--- config.mk ---
export PLATFORM = sky130hd
export DESIGN_NAME = fa_tlb
export DESIGN_NICKNAME = d
export VERILOG_FILES = /design/src/rtl/fa_tlb_pkg.sv /design/src/rtl/tlb_cam_match.sv /design/src/rtl/tlb_victim_pick.sv /design/src/rtl/fa_tlb.sv
export SDC_FILE = /design/constraint.sdc
export NUM_CORES = 1
export LEC_CHECK = 0
export BUFFER_PORTS_ARGS = -buffer_cell sky130_fd_sc_hd__buf_2
export CORE_UTILIZATION = 35
export CTS_CLUSTER_SIZE = 28
export DETAILED_ROUTE_END_ITERATION = 8
export SLEW_MARGIN = 30
export SYNTH_ARGS = -nofsm -noshare
export SYNTH_HDL_FRONTEND = slang
export SYNTH_SLANG_ARGS = --single-unit
--- constraint.sdc ---
create_clock -name clk -period 8.2 [get_ports clk]
set_input_delay 2.46 -clock clk [delete_from_list [all_inputs] [get_ports clk]]
set_output_delay 2.46 -clock clk [all_outputs]
set_load 0.03 [all_outputs]
--- src/rtl/fa_tlb_pkg.sv ---
package fa_tlb_pkg;
  localparam int DEF_ENTRIES = 16;
  localparam int DEF_VPN_W   = 20;
  localparam int DEF_PPN_W   = 18;
  localparam int DEF_OFF_W   = 12;

  typedef enum logic [1:0] {
    OUT_NONE  = 2'd0,
    OUT_HIT   = 2'd1,
    OUT_MISS  = 2'd2,
    OUT_FAULT = 2'd3
  } tlb_outcome_e;
endpackage

--- src/rtl/tlb_cam_match.sv ---
module tlb_cam_match #(
  parameter int N     = 16,
  parameter int KEY_W = 20,
  parameter int IDX_W = $clog2(N)
) (
  input  logic             clk,
  input  logic             rst,
  input  logic [KEY_W-1:0] key,
  input  logic [N-1:0]     valid_vec,
  input  logic [KEY_W-1:0] tags [N],
  output logic             match_hit,
  output logic [IDX_W-1:0] match_idx
);
  logic [N-1:0] match_vec;

  for (genvar g = 0; g < N; g++) begin : g_cmp
    assign match_vec[g] = valid_vec[g] && (tags[g] == key);
  end

  always_comb begin
    match_idx = '0;
    for (int i = N - 1; i >= 0; i--) begin
      if (match_vec[i]) match_idx = IDX_W'(i);
    end
  end

  assign match_hit = |match_vec;

  // refill placement keeps every page in at most one entry
  a_r8_single_match: assert property (@(posedge clk) disable iff (rst)
    $countones(match_vec) <= 1);
endmodule

--- src/rtl/tlb_victim_pick.sv ---
module tlb_victim_pick #(
  parameter int N     = 16,
  parameter int IDX_W = $clog2(N)
) (
  input  logic [N-1:0]     valid_vec,
  input  logic [N-1:0]     ref_vec,
  output logic [IDX_W-1:0] victim_idx
);
  logic [IDX_W-1:0] empty_idx, cold_idx;
  logic             any_empty;

  always_comb begin
    empty_idx = '0;
    cold_idx  = '0;
    any_empty = 1'b0;
    for (int i = N - 1; i >= 0; i--) begin
      if (!valid_vec[i]) begin
        empty_idx = IDX_W'(i);
        any_empty = 1'b1;
      end
      if (!ref_vec[i]) cold_idx = IDX_W'(i);
    end
    victim_idx = any_empty ? empty_idx : cold_idx;
  end
endmodule

--- src/rtl/fa_tlb.sv ---
module fa_tlb
  import fa_tlb_pkg::*;
#(
  parameter int N_ENTRIES = DEF_ENTRIES,
  parameter int VPN_W     = DEF_VPN_W,
  parameter int PPN_W     = DEF_PPN_W,
  parameter int OFF_W     = DEF_OFF_W
) (
  input  logic                     clk,
  input  logic                     rst,
  input  logic                     req_en,
  input  logic                     req_write,
  input  logic [VPN_W+OFF_W-1:0]   req_vaddr,
  input  logic                     fill_en,
  input  logic [VPN_W-1:0]         fill_vpn,
  input  logic [PPN_W-1:0]         fill_ppn,
  input  logic                     fill_wr_ok,
  input  logic                     flush,
  output logic                     resp_hit,
  output logic                     resp_miss,
  output logic                     resp_fault,
  output logic                     resp_first_write,
  output logic [PPN_W+OFF_W-1:0]   resp_paddr,
  output logic                     walk_req,
  output logic [VPN_W-1:0]         walk_vpn
);
  localparam int VA_W  = VPN_W + OFF_W;
  localparam int PA_W  = PPN_W + OFF_W;
  localparam int IDX_W = $clog2(N_ENTRIES);

  // entry payload: plain arrays without reset, written only on refill
  logic [VPN_W-1:0] tag_mem [N_ENTRIES];
  logic [PPN_W-1:0] ppn_mem [N_ENTRIES];
  logic             wok_mem [N_ENTRIES];

  // per-entry state bits that need reset or bulk clear
  logic [N_ENTRIES-1:0] valid_q, ref_q, dirty_q;

  logic [VPN_W-1:0] req_vpn;
  logic             lk_hit, fl_hit;
  logic [IDX_W-1:0] lk_idx, fl_idx, victim_idx, fill_idx;
  logic             do_fill, do_look;
  tlb_outcome_e     outcome;
  logic [N_ENTRIES-1:0] ref_set, ref_merged, ref_next;

  assign req_vpn = req_vaddr[VA_W-1:OFF_W];

  tlb_cam_match #(.N(N_ENTRIES), .KEY_W(VPN_W), .IDX_W(IDX_W)) u_look_cam (
    .clk(clk), .rst(rst), .key(req_vpn), .valid_vec(valid_q), .tags(tag_mem),
    .match_hit(lk_hit), .match_idx(lk_idx)
  );

  tlb_cam_match #(.N(N_ENTRIES), .KEY_W(VPN_W), .IDX_W(IDX_W)) u_fill_cam (
    .clk(clk), .rst(rst), .key(fill_vpn), .valid_vec(valid_q), .tags(tag_mem),
    .match_hit(fl_hit), .match_idx(fl_idx)
  );

  tlb_victim_pick #(.N(N_ENTRIES), .IDX_W(IDX_W)) u_victim (
    .valid_vec(valid_q), .ref_vec(ref_q), .victim_idx(victim_idx)
  );

  // flush beats refill, refill beats lookup
  assign do_fill  = fill_en && !flush;
  assign do_look  = req_en && !flush && !fill_en;
  assign fill_idx = fl_hit ? fl_idx : victim_idx;

  always_comb begin
    outcome = OUT_NONE;
    if (do_look) begin
      if (!lk_hit)                           outcome = OUT_MISS;
      else if (req_write && !wok_mem[lk_idx]) outcome = OUT_FAULT;
      else                                   outcome = OUT_HIT;
    end
  end

  always_comb begin
    ref_set = '0;
    if (do_fill)                 ref_set[fill_idx] = 1'b1;
    else if (outcome == OUT_HIT) ref_set[lk_idx]   = 1'b1;
    ref_merged = ref_q | ref_set;
    ref_next   = (&ref_merged) ? '0 : ref_merged;
  end

  always_ff @(posedge clk) begin
    if (do_fill) begin
      tag_mem[fill_idx] <= fill_vpn;
      ppn_mem[fill_idx] <= fill_ppn;
      wok_mem[fill_idx] <= fill_wr_ok;
    end
  end

  always_ff @(posedge clk) begin
    if (rst) begin
      valid_q <= '0;
      ref_q   <= '0;
      dirty_q <= '0;
    end else if (flush) begin
      valid_q <= '0;
      ref_q   <= '0;
    end else begin
      ref_q <= ref_next;
      if (do_fill) begin
        valid_q[fill_idx] <= 1'b1;
        dirty_q[fill_idx] <= 1'b0;
      end else if (outcome == OUT_HIT && req_write) begin
        dirty_q[lk_idx] <= 1'b1;
      end
    end
  end

  always_ff @(posedge clk) begin
    if (rst) begin
      resp_hit         <= 1'b0;
      resp_miss        <= 1'b0;
      resp_fault       <= 1'b0;
      resp_first_write <= 1'b0;
      resp_paddr       <= '0;
      walk_req         <= 1'b0;
      walk_vpn         <= '0;
    end else begin
      resp_hit         <= (outcome == OUT_HIT);
      resp_miss        <= (outcome == OUT_MISS);
      resp_fault       <= (outcome == OUT_FAULT);
      resp_first_write <= (outcome == OUT_HIT) && req_write && !dirty_q[lk_idx];
      resp_paddr       <= (outcome == OUT_HIT) ? {ppn_mem[lk_idx], req_vaddr[OFF_W-1:0]} : '0;
      walk_req         <= (outcome == OUT_MISS);
      if (outcome == OUT_MISS) walk_vpn <= req_vpn;
    end
  end

  // offset bits travel unchanged into the physical address
  a_r2_offset_passthru: assert property (@(posedge clk) disable iff (rst)
    resp_hit |-> resp_paddr[OFF_W-1:0] == $past(req_vaddr[OFF_W-1:0]));

  // at most one outcome per cycle
  a_r3_single_outcome: assert property (@(posedge clk) disable iff (rst)
    $onehot0({resp_hit, resp_miss, resp_fault}));

  // a protection fault delivers no address
  a_r4_fault_no_addr: assert property (@(posedge clk) disable iff (rst)
    resp_fault |-> (resp_paddr == '0) && !resp_first_write);

  // a miss is accompanied by a walker request for the same page
  a_r5_walk_on_miss: assert property (@(posedge clk) disable iff (rst)
    resp_miss |-> walk_req && (walk_vpn == $past(req_vpn)));

  // first-write flag only on a store that hit
  a_r6_first_write_on_store: assert property (@(posedge clk) disable iff (rst)
    resp_first_write |-> resp_hit && $past(req_write));

  // reference bits are never all set after an update
  a_r7_ref_not_saturated: assert property (@(posedge clk) disable iff (rst)
    !(&ref_q));

  // flush empties the array and suppresses any response
  a_r9_flush_empties: assert property (@(posedge clk) disable iff (rst)
    flush |=> (valid_q == '0) && !resp_hit && !resp_miss && !resp_fault);

  // a refill cycle produces no lookup response
  a_r10_fill_wins: assert property (@(posedge clk) disable iff (rst)
    fill_en |=> !resp_hit && !resp_miss && !resp_fault);
endmodule

==> results by group, run 1 <==
Route
  • Routed Wire Length: around 110000 µm
  • Via/cell ratio: roughly 5.6
  • DRC: 0
  • DR iter-0 viols: around 2800
  • DRT Pass-1 Iters: 6
  • Drt wl/cell: 26.2 µm
  • Vias: 24537
  • Antenna Nets Post-Route: 0

Clock network
  • CTS Sinks: around 730
  • CTS tree: built
  • CTS Buf Count: 77
  • CTS resizes: 0
  • Hold_buf cts: 0
  • Root Buffer: clkbuf_16
  • Post-CTS setup buffers: 0
  • Worst-Skew Late Latency: 660 ps
  • Max clock buf depth: 3
  • H-tree depth: 3
  • Clk slew on worst S/H paths: 60 ps

Global route
  • Largest net degree at the start of global routing: 157
  • Grt total ovfl: 0
  • Vias in the first global route: 23584
  • First-pass GRT wire length: 164000 µm
  • GR Util All Layers: 0.224
  • Initial antenna violation count: 4

STA
  • RSZ-0062 raised after global routing: no
  • Clk_skew: 26.8 ps
  • Total Neg Setup Slack: 0 ps
  • Final setup fails: 0
  • Final setup margin: 1280 ps
  • Tmin final: 6920 ps
  • Slew margin rel.: 0.358
  • Slew Viols, Final: 0
  • Highest clock rate: 0.144 GHz
  • Hold Fails Final Rpt: 0
  • Tcrit/Tclk final: 0.844
  • Actual slew at the worst max-slew pin: 964 ps

Outcome
  • Status: finished, final reports clean

Layout
  • Final cell count without fillers: ~4400
  • Layout cell share with drive strength beyond 1: 0.134
  • Fin nets: 3084
  • Area delta synth->final: 14.8%
  • Design area: roughly 0.040 mm²

Yosys
  • Synth Cell Area: 0.0348 mm²
  • EDFF count, synth: 624
  • Synth cell types: 80
  • Synthesized flop and latch total: 726
  • Top post-synthesis cells by count: 624 x edfxtp_1, 468 x xnor2_1, 297 x nand2_1
  • Cell taking the most area after synthesis: edfxtp_1
  • Synthesized net count: 2922
  • Area share of the largest cell type after synthesis: 0.538
  • Async set or reset register ratio after synthesis: 0
  • Synth warnings: 0
  • Post-synthesis sequential area ratio: 0.597
  • Top-count cell post-synth: edfxtp_1
  • Ys flop type: edfxtp_1
  • Top cells by area, synth: edfxtp_1 54%, xnor2_1 12%, dfxtp_1 5.9%
  • Syn Inst Count: between 2000 and 3000
  • Mean Syn Cell Area: roughly 12 µm²

Placement
  • DP Worst Slack: 777 ps
  • Port Buffers: 131
  • Area after DPL: 0.0374 mm²
  • Final GP Congestion: 0.975
  • Cells after DPL: 4215
  • DP Wirelength: between 70000 and 80000 µm

Critical path
  • Worst-path fanout max: 16
  • Worst r2r path cells: 15
  • CP Launch Type: input port
  • Critical setup path kind: in -> reg
  • Crit path DAT: 7460 ps
  • CP Data Required Time: between 8000 and 9000 ps
  • Worst Setup End Kind: flop

Floorplan
  • Die H: 317 µm
  • I/O Pins: 132
  • Die area: 0.101 mm²
  • Initial core utilization: 0.354
  • Die W: 317 µm
  • Rows: roughly 120
  • Core area: 0.0984 mm²

Worst hold path
  • Worst hold path type: reg -> reg
  • Hold Crit Depth: 2

Power
  • Worst-case vdd ir drop: 0.000144 V
  • Pwr Density: 202 mW/mm²
  • P_leak: between 10 and 15 nW

Run
  • Max Cap Violations: 0
[sequential cells by signal, summed over array words and instances, names as in the netlist]
| register | flops |
|---|---|
| tag_mem | 320 |
| dirty_q | 16 |
| resp_fault | 1 |
| ppn_mem | 288 |
| resp_first_write | 1 |
| walk_vpn | 20 |
| wok_mem | 16 |
| valid_q | 16 |
| resp_paddr | 30 |
| walk_req | 1 |
| resp_hit | 1 |
| ref_q | 16 |
[per-stage QoR]
stage / power [mW] / hold slack (ps) / utilization
6_report: 8.05 / 496 / 0.406
5_1_grt: 8.26 / 515 / 0.406
4_1_cts: 8.09 / 500 / 0.406
3_5_place_dp: 4.60 / 485 / 0.380
3_3_place_gp: 4.60 / 481 / 0.380
2_1_floorplan: 4.39 / 483 / -
[critical path, cell delays in order]
cell and delay [ps]:
buf_2 570, buf_4 320, xor2_1 220, nor2_1 60, or4bb_1 170, or4_1 280, nand4_1 330, nor4b_2 810
o211ai_1 250, mux2i_1 320, a2111oi_4 60, nand3_2 220, nor3b_2 320, a211o_1 190, and4_4 220, nand4_2 310
and3_1 320
[cells by family (layout without fill, tap and decap cells)]
logic type / after synthesis / count (layout) / share of synthesized area
other: 0 / 2 / 0
muxes: 67 / 67 / 0.0194
buffers and inverters: 170 / 394 / 0.0221
AOI/OAI and AO/OA: 216 / 216 / 0.0421
DFF: 726 / 726 / 0.597
and+or+nand+nor: 1026 / 1026 / 0.158
xor gates and xnor gates: 640 / 640 / 0.161
[power by group]
part	switching, mW	leakage (nW)	internal [mW]
Combinational	0.337	5.80	0.165
Sequential	0.00924	6.44	4.02
Clock	1.51	1.24	2.01
[layout by cell type, fill, tap and decap left out, drive strengths merged, types with 23 or more instances in the layout]
cell | Yosys | final
nand4 | 205 | 205
edfxtp | 624 | 624
nor2 | 82 | 82
nor3 | 30 | 30
and2 | 23 | 23
mux2i | 66 | 66
dfxtp | 102 | 102
a211oi | 28 | 28
nand3 | 127 | 127
nand2 | 297 | 297
a21oi | 69 | 69
nor4 | 83 | 83
xor2 | 172 | 172
xnor2 | 468 | 468
clkbuf | 69 | 112
buf | 85 | 237
and3 | 60 | 60
[layer usage]
metal | global-route usage | wire length [µm] | share of wire | up-vias
met4 | 0.0779 | 3540 | 0.031 | 2
met2 | 0.367 | 54000 | 0.47 | 1109
li1 | - | - | - | 10796
met3 | 0.0263 | 8100 | 0.071 | 211
met1 | 0.306 | 48500 | 0.42 | 12419
met5 | 0 | 13 | 0.00011 | -
[layout make-up]
| type | count | area (µm²) |
|---|---|---|
| fillers | 9327 | 58500 |
| flip-flops and latches | 726 | 20800 |
| multi-input cells | 1949 | 13400 |
| clock buffers | 112 | 2210 |
| well taps | 1287 | 1610 |
| repair buffers | 237 | 1550 |
| clock inverters | 29 | 315 |
| inverters | 16 | 60.1 |
| diodes | 2 | 5.00 |
[path summary, 6_finish.rpt]
path / from / to / slack (ps)
worst min-delay path: walk_vpn[11] / walk_vpn[11] / 500
worst min register to register: walk_vpn[11] / walk_vpn[11] / 500
worst max-delay path: req_vaddr[26] / ref_q[7] / 1280
worst max register to register: tag_mem[3] / ref_q[7] / 3160
No activity file was read; power rests on OpenSTA's default activity.
==> inputs of run 2 (changes only) <==
ABC_AREA = 1   (was default)
clock period = 6.3 ns   (was 8.2 ns; I/O delays follow)
==> run 2 against run 1 <==
Effect of this change:
- final cell count grew 26%
- routed wire length grew 47%
- largest cell class unchanged
- sequential share of layout area shrank 4.3 points
- critical path depth grew 7
- clock power grew 47%
- via count grew 33%
- flip-flop and latch count is the same
- global-route usage grew 9.1 points
- synthesized cell count grew 32%
- utilization grew 2.0 points
- largest power group unchanged
==> results by group, run 2 <==
Outcome
  • Status: finished, final reports clean

Critical path
  • Worst path slowest cell: nor4_1
  • Worst r2r path cells: 31 (+16)
  • Crit path DAT: 6020 ps (-1440 ps)
  • CP bufs+invs: 5 (+3)
  • Worst Setup End Kind: flop
  • R2R Setup Slk: 1690 ps (-1470 ps)
  • Crit. Startpoint: fill_vpn[7]
  • Max incr delay on CP: 450 ps (-360 ps)
  • CP Cell Sequence: buf_2 -> buf_4 -> a221oi_1 -> nand4_1 -> nor4_1 -> nand4_1 -> nand2_1 -> nor2_1 -> nand2_1 -> nor2_1 -> nand2_1 -> nand2_1 -> buf_4 -> nor2_1 -> nand4_1 -> nand2_1 -> inv_1 -> nand2_1 -> nand2_1 -> nor2_1 -> nand2_1 -> nor2_4 -> buf_12 -> nor3_1
  • Critical setup path kind: in -> reg
  • CP endpoint: ref_q[1]
  • Worst-path fanout max: 16 (unchanged)
  • Path length in cells of the critical path: 24 (+7)
  • Top Family by Delay on Critical Path: simple AND/OR/NAND/NOR gates
  • Reg2reg start: valid_q[14]
  • CP Data Required Time: 6840 ps (-1890 ps)
  • CP Launch Type: input port
  • R2r endpoint: ref_q[1]
  • Cell mode on critical path: nand2_1

Global route
  • Initial antenna violation count: 12 (+8)
  • Grt total ovfl: 0 (unchanged)
  • GR Util All Layers: 0.315 (+0.0909)
  • Largest net degree at the start of global routing: 73 (-54%)
  • First-pass GRT wire length: 232000 µm (+41%)
  • Vias in the first global route: 31101 (+32%)

Worst hold path
  • Hold Crit Depth: 2 (unchanged)
  • Worst hold path type: reg -> reg

Power
  • Design Power: 11.3 mW (+41%)
  • Pwr Density: 260 mW/mm² (+29%)
  • Worst-case vdd ir drop: 0.000294 V (+100%)
  • P_leak: 16.4 nW (+22%)

Floorplan
  • Die area: 0.105 mm² (+4.0%)
  • Initial core utilization: 0.354 (+0.000626)
  • I/O Pins: 132 (unchanged)
  • Core area: 0.102 mm² (+3.8%)
  • Rows: 117 (+1.7%)
  • Die H: 324 µm (+2.0%)
  • Die W: 324 µm (+2.0%)

Layout
  • Layout cell share with drive strength beyond 1: 0.150 (+0.0159)
  • Final cell count without fillers: 5497 (+26%)
  • Most frequent cells in the layout: 769 x nand2_1, 624 x edfxtp_1, 370 x inv_1
  • Max FFs per register: 320 (unchanged)
  • Sequential Area: 0.0208 mm² (unchanged)
  • Reg with most FFs: tag_mem
  • Area of the multi-input gates: 0.0130 mm² (-3.4%)
  • Layout Utilization: 0.426 (+0.0203)
  • Largest regs: tag_mem: 320 flops, ppn_mem: 288 flops, resp_paddr: 30 flops
  • Fin nets: 4134 (+34%)
  • Fill cells: 10041 (+7.7%)
  • Most common cell after layout, fill and taps aside: nand2_1
  • Area delta synth->final: 20.3%

Clock network
  • Root Buffer: clkbuf_16
  • Post-CTS setup buffers: 0 (unchanged)
  • CTS tree: built
  • CTS resizes: 0 (unchanged)
  • Clk slew on worst S/H paths: 60 ps (about the same)
  • Max clock buf depth: 3 (unchanged)
  • Worst-Skew Late Latency: 700 ps (+40 ps)
  • CTS Buf Count: 83 (+7.8%)
  • CTS Sinks: 726 (unchanged)
  • H-tree depth: 3 (unchanged)
  • Hold_buf cts: 0 (unchanged)

Yosys
  • Post-synthesis sequential area ratio: 0.574 (-0.0230)
  • Cell taking the most area after synthesis: edfxtp_1
  • EDFF count, synth: 624 (unchanged)
  • Synthesized flop and latch total: 726 (unchanged)
  • Mean Syn Cell Area: 9.64 µm² (-21%)
  • Synth warnings: 0 (unchanged)
  • Top cells by area, synth: edfxtp_1 52%, nand2_1 8.0%, dfxtp_1 5.6%
  • Area share of the largest cell type after synthesis: 0.518 (-0.0207)
  • Async set or reset register ratio after synthesis: 0 (unchanged)
  • Synthesized net count: 3832 (+31%)
  • Top-count cell post-synth: nand2_1
  • Synth cell types: 61 (-24%)
  • Synth Cell Area: 0.0362 mm² (+4.0%)
  • Top post-synthesis cells by count: 769 x nand2_1, 624 x edfxtp_1, 386 x inv_1
  • Syn Inst Count: 3755 (+32%)
  • Ys flop type: edfxtp_1

STA
  • Slew Viols, Final: 0 (unchanged)
  • Tmin final: roughly 5500 ps
  • Worst hold margin: 470 ps (-25.2 ps)
  • Total Neg Setup Slack: 0 ps (unchanged)
  • Actual slew at the worst max-slew pin: 866 ps (-97.6 ps)
  • Hold Fails Final Rpt: 0 (unchanged)
  • Tcrit/Tclk final: 0.871
  • Slew margin rel.: 0.418 (+0.0606)
  • RSZ-0062 raised after global routing: no
  • Clk_skew: 38.0 ps (+11.3 ps)
  • Highest clock rate: 0.182 GHz
  • Final setup fails: 0 (unchanged)

Route
  • Vias: 32744 (+33%)
  • DRC: 0 (unchanged)
  • Routed Wire Length: 168000 µm (+47%)
  • DR iter-0 viols: 4725 (+67%)
  • Via/cell ratio: 5.96 (+5.8%)
  • DRT Pass-1 Iters: 6 (unchanged)
  • Drt wl/cell: 30.5 µm (+17%)
  • Antenna Nets Post-Route: 0 (unchanged)

Placement
  • DP Wirelength: 114000 µm (+55%)
  • Port Buffers: 131 (unchanged)
  • Final GP Congestion: 1.05 (+7.8%)
  • Cells after DPL: 5339 (+27%)

Run
  • Max Cap Violations: 0 (unchanged)
run 2: worst min-delay path by stage:
stage | start | to | slack (ps)
finish | dirty_q[2] | dirty_q[2] | 470
CTS | dirty_q[9] | dirty_q[9] | 470
global route | dirty_q[13] | dirty_q[13] | 500
floorplan | dirty_q[1] | dirty_q[1] | 440
global placement | dirty_q[4] | dirty_q[4] | 460
detailed placement | dirty_q[13] | dirty_q[13] | 460
run 2: layer usage:
layer  GRT usage  share of wire
met1       0.400           0.39
met2       0.494           0.45
met3      0.0694          0.098
met4       0.185          0.067
met5           0        0.00054
run 2: logic make-up after synthesis:
kind of cell,share of synthesized area
AND/OR/NAND/NOR,0.186
buffers and inverters,0.0686
AO/OA/AOI/OAI,0.131
flip-flops,0.574
XOR/XNOR,0.0399
run 2: stage by stage:
step / worst slack (ps) / area, µm²
after CTS: 941 / 43500
after floorplan: 306 / 36200
after global placement: 215 / 40600
final: 815 / 43600
after global routing: 471 / 43500
after detailed placement: 195 / 40600
run 2: worst register-to-register path, delay by kind of cell, from the launching register on:
kind / cells / cell delay, ps
flip-flops: 1 / 570
AND/OR/NAND/NOR: 26 / 2940
AO/OA/AOI/OAI: 1 / 320
buffers and inverters: 4 / 650
run 2: final cells by class:
class	instances	area share
sequential	726	0.477
clock buffer	116	0.0546
inverter	412	0.0356
antenna	3	0.000172
tap	1368	0.0393
clock inverter	38	0.0127
timing repair buffer	402	0.0829
multi-input combinational	2432	0.298
run 2: power breakdown:
group / total (mW) / switching [mW] / internal [mW]
sequential: 5.25 / 0.0126 / 5.23
clock: 5.16 / 2.15 / 3.01
combinational: 0.926 / 0.674 / 0.252
total: 11.3 / 2.84 / 8.49
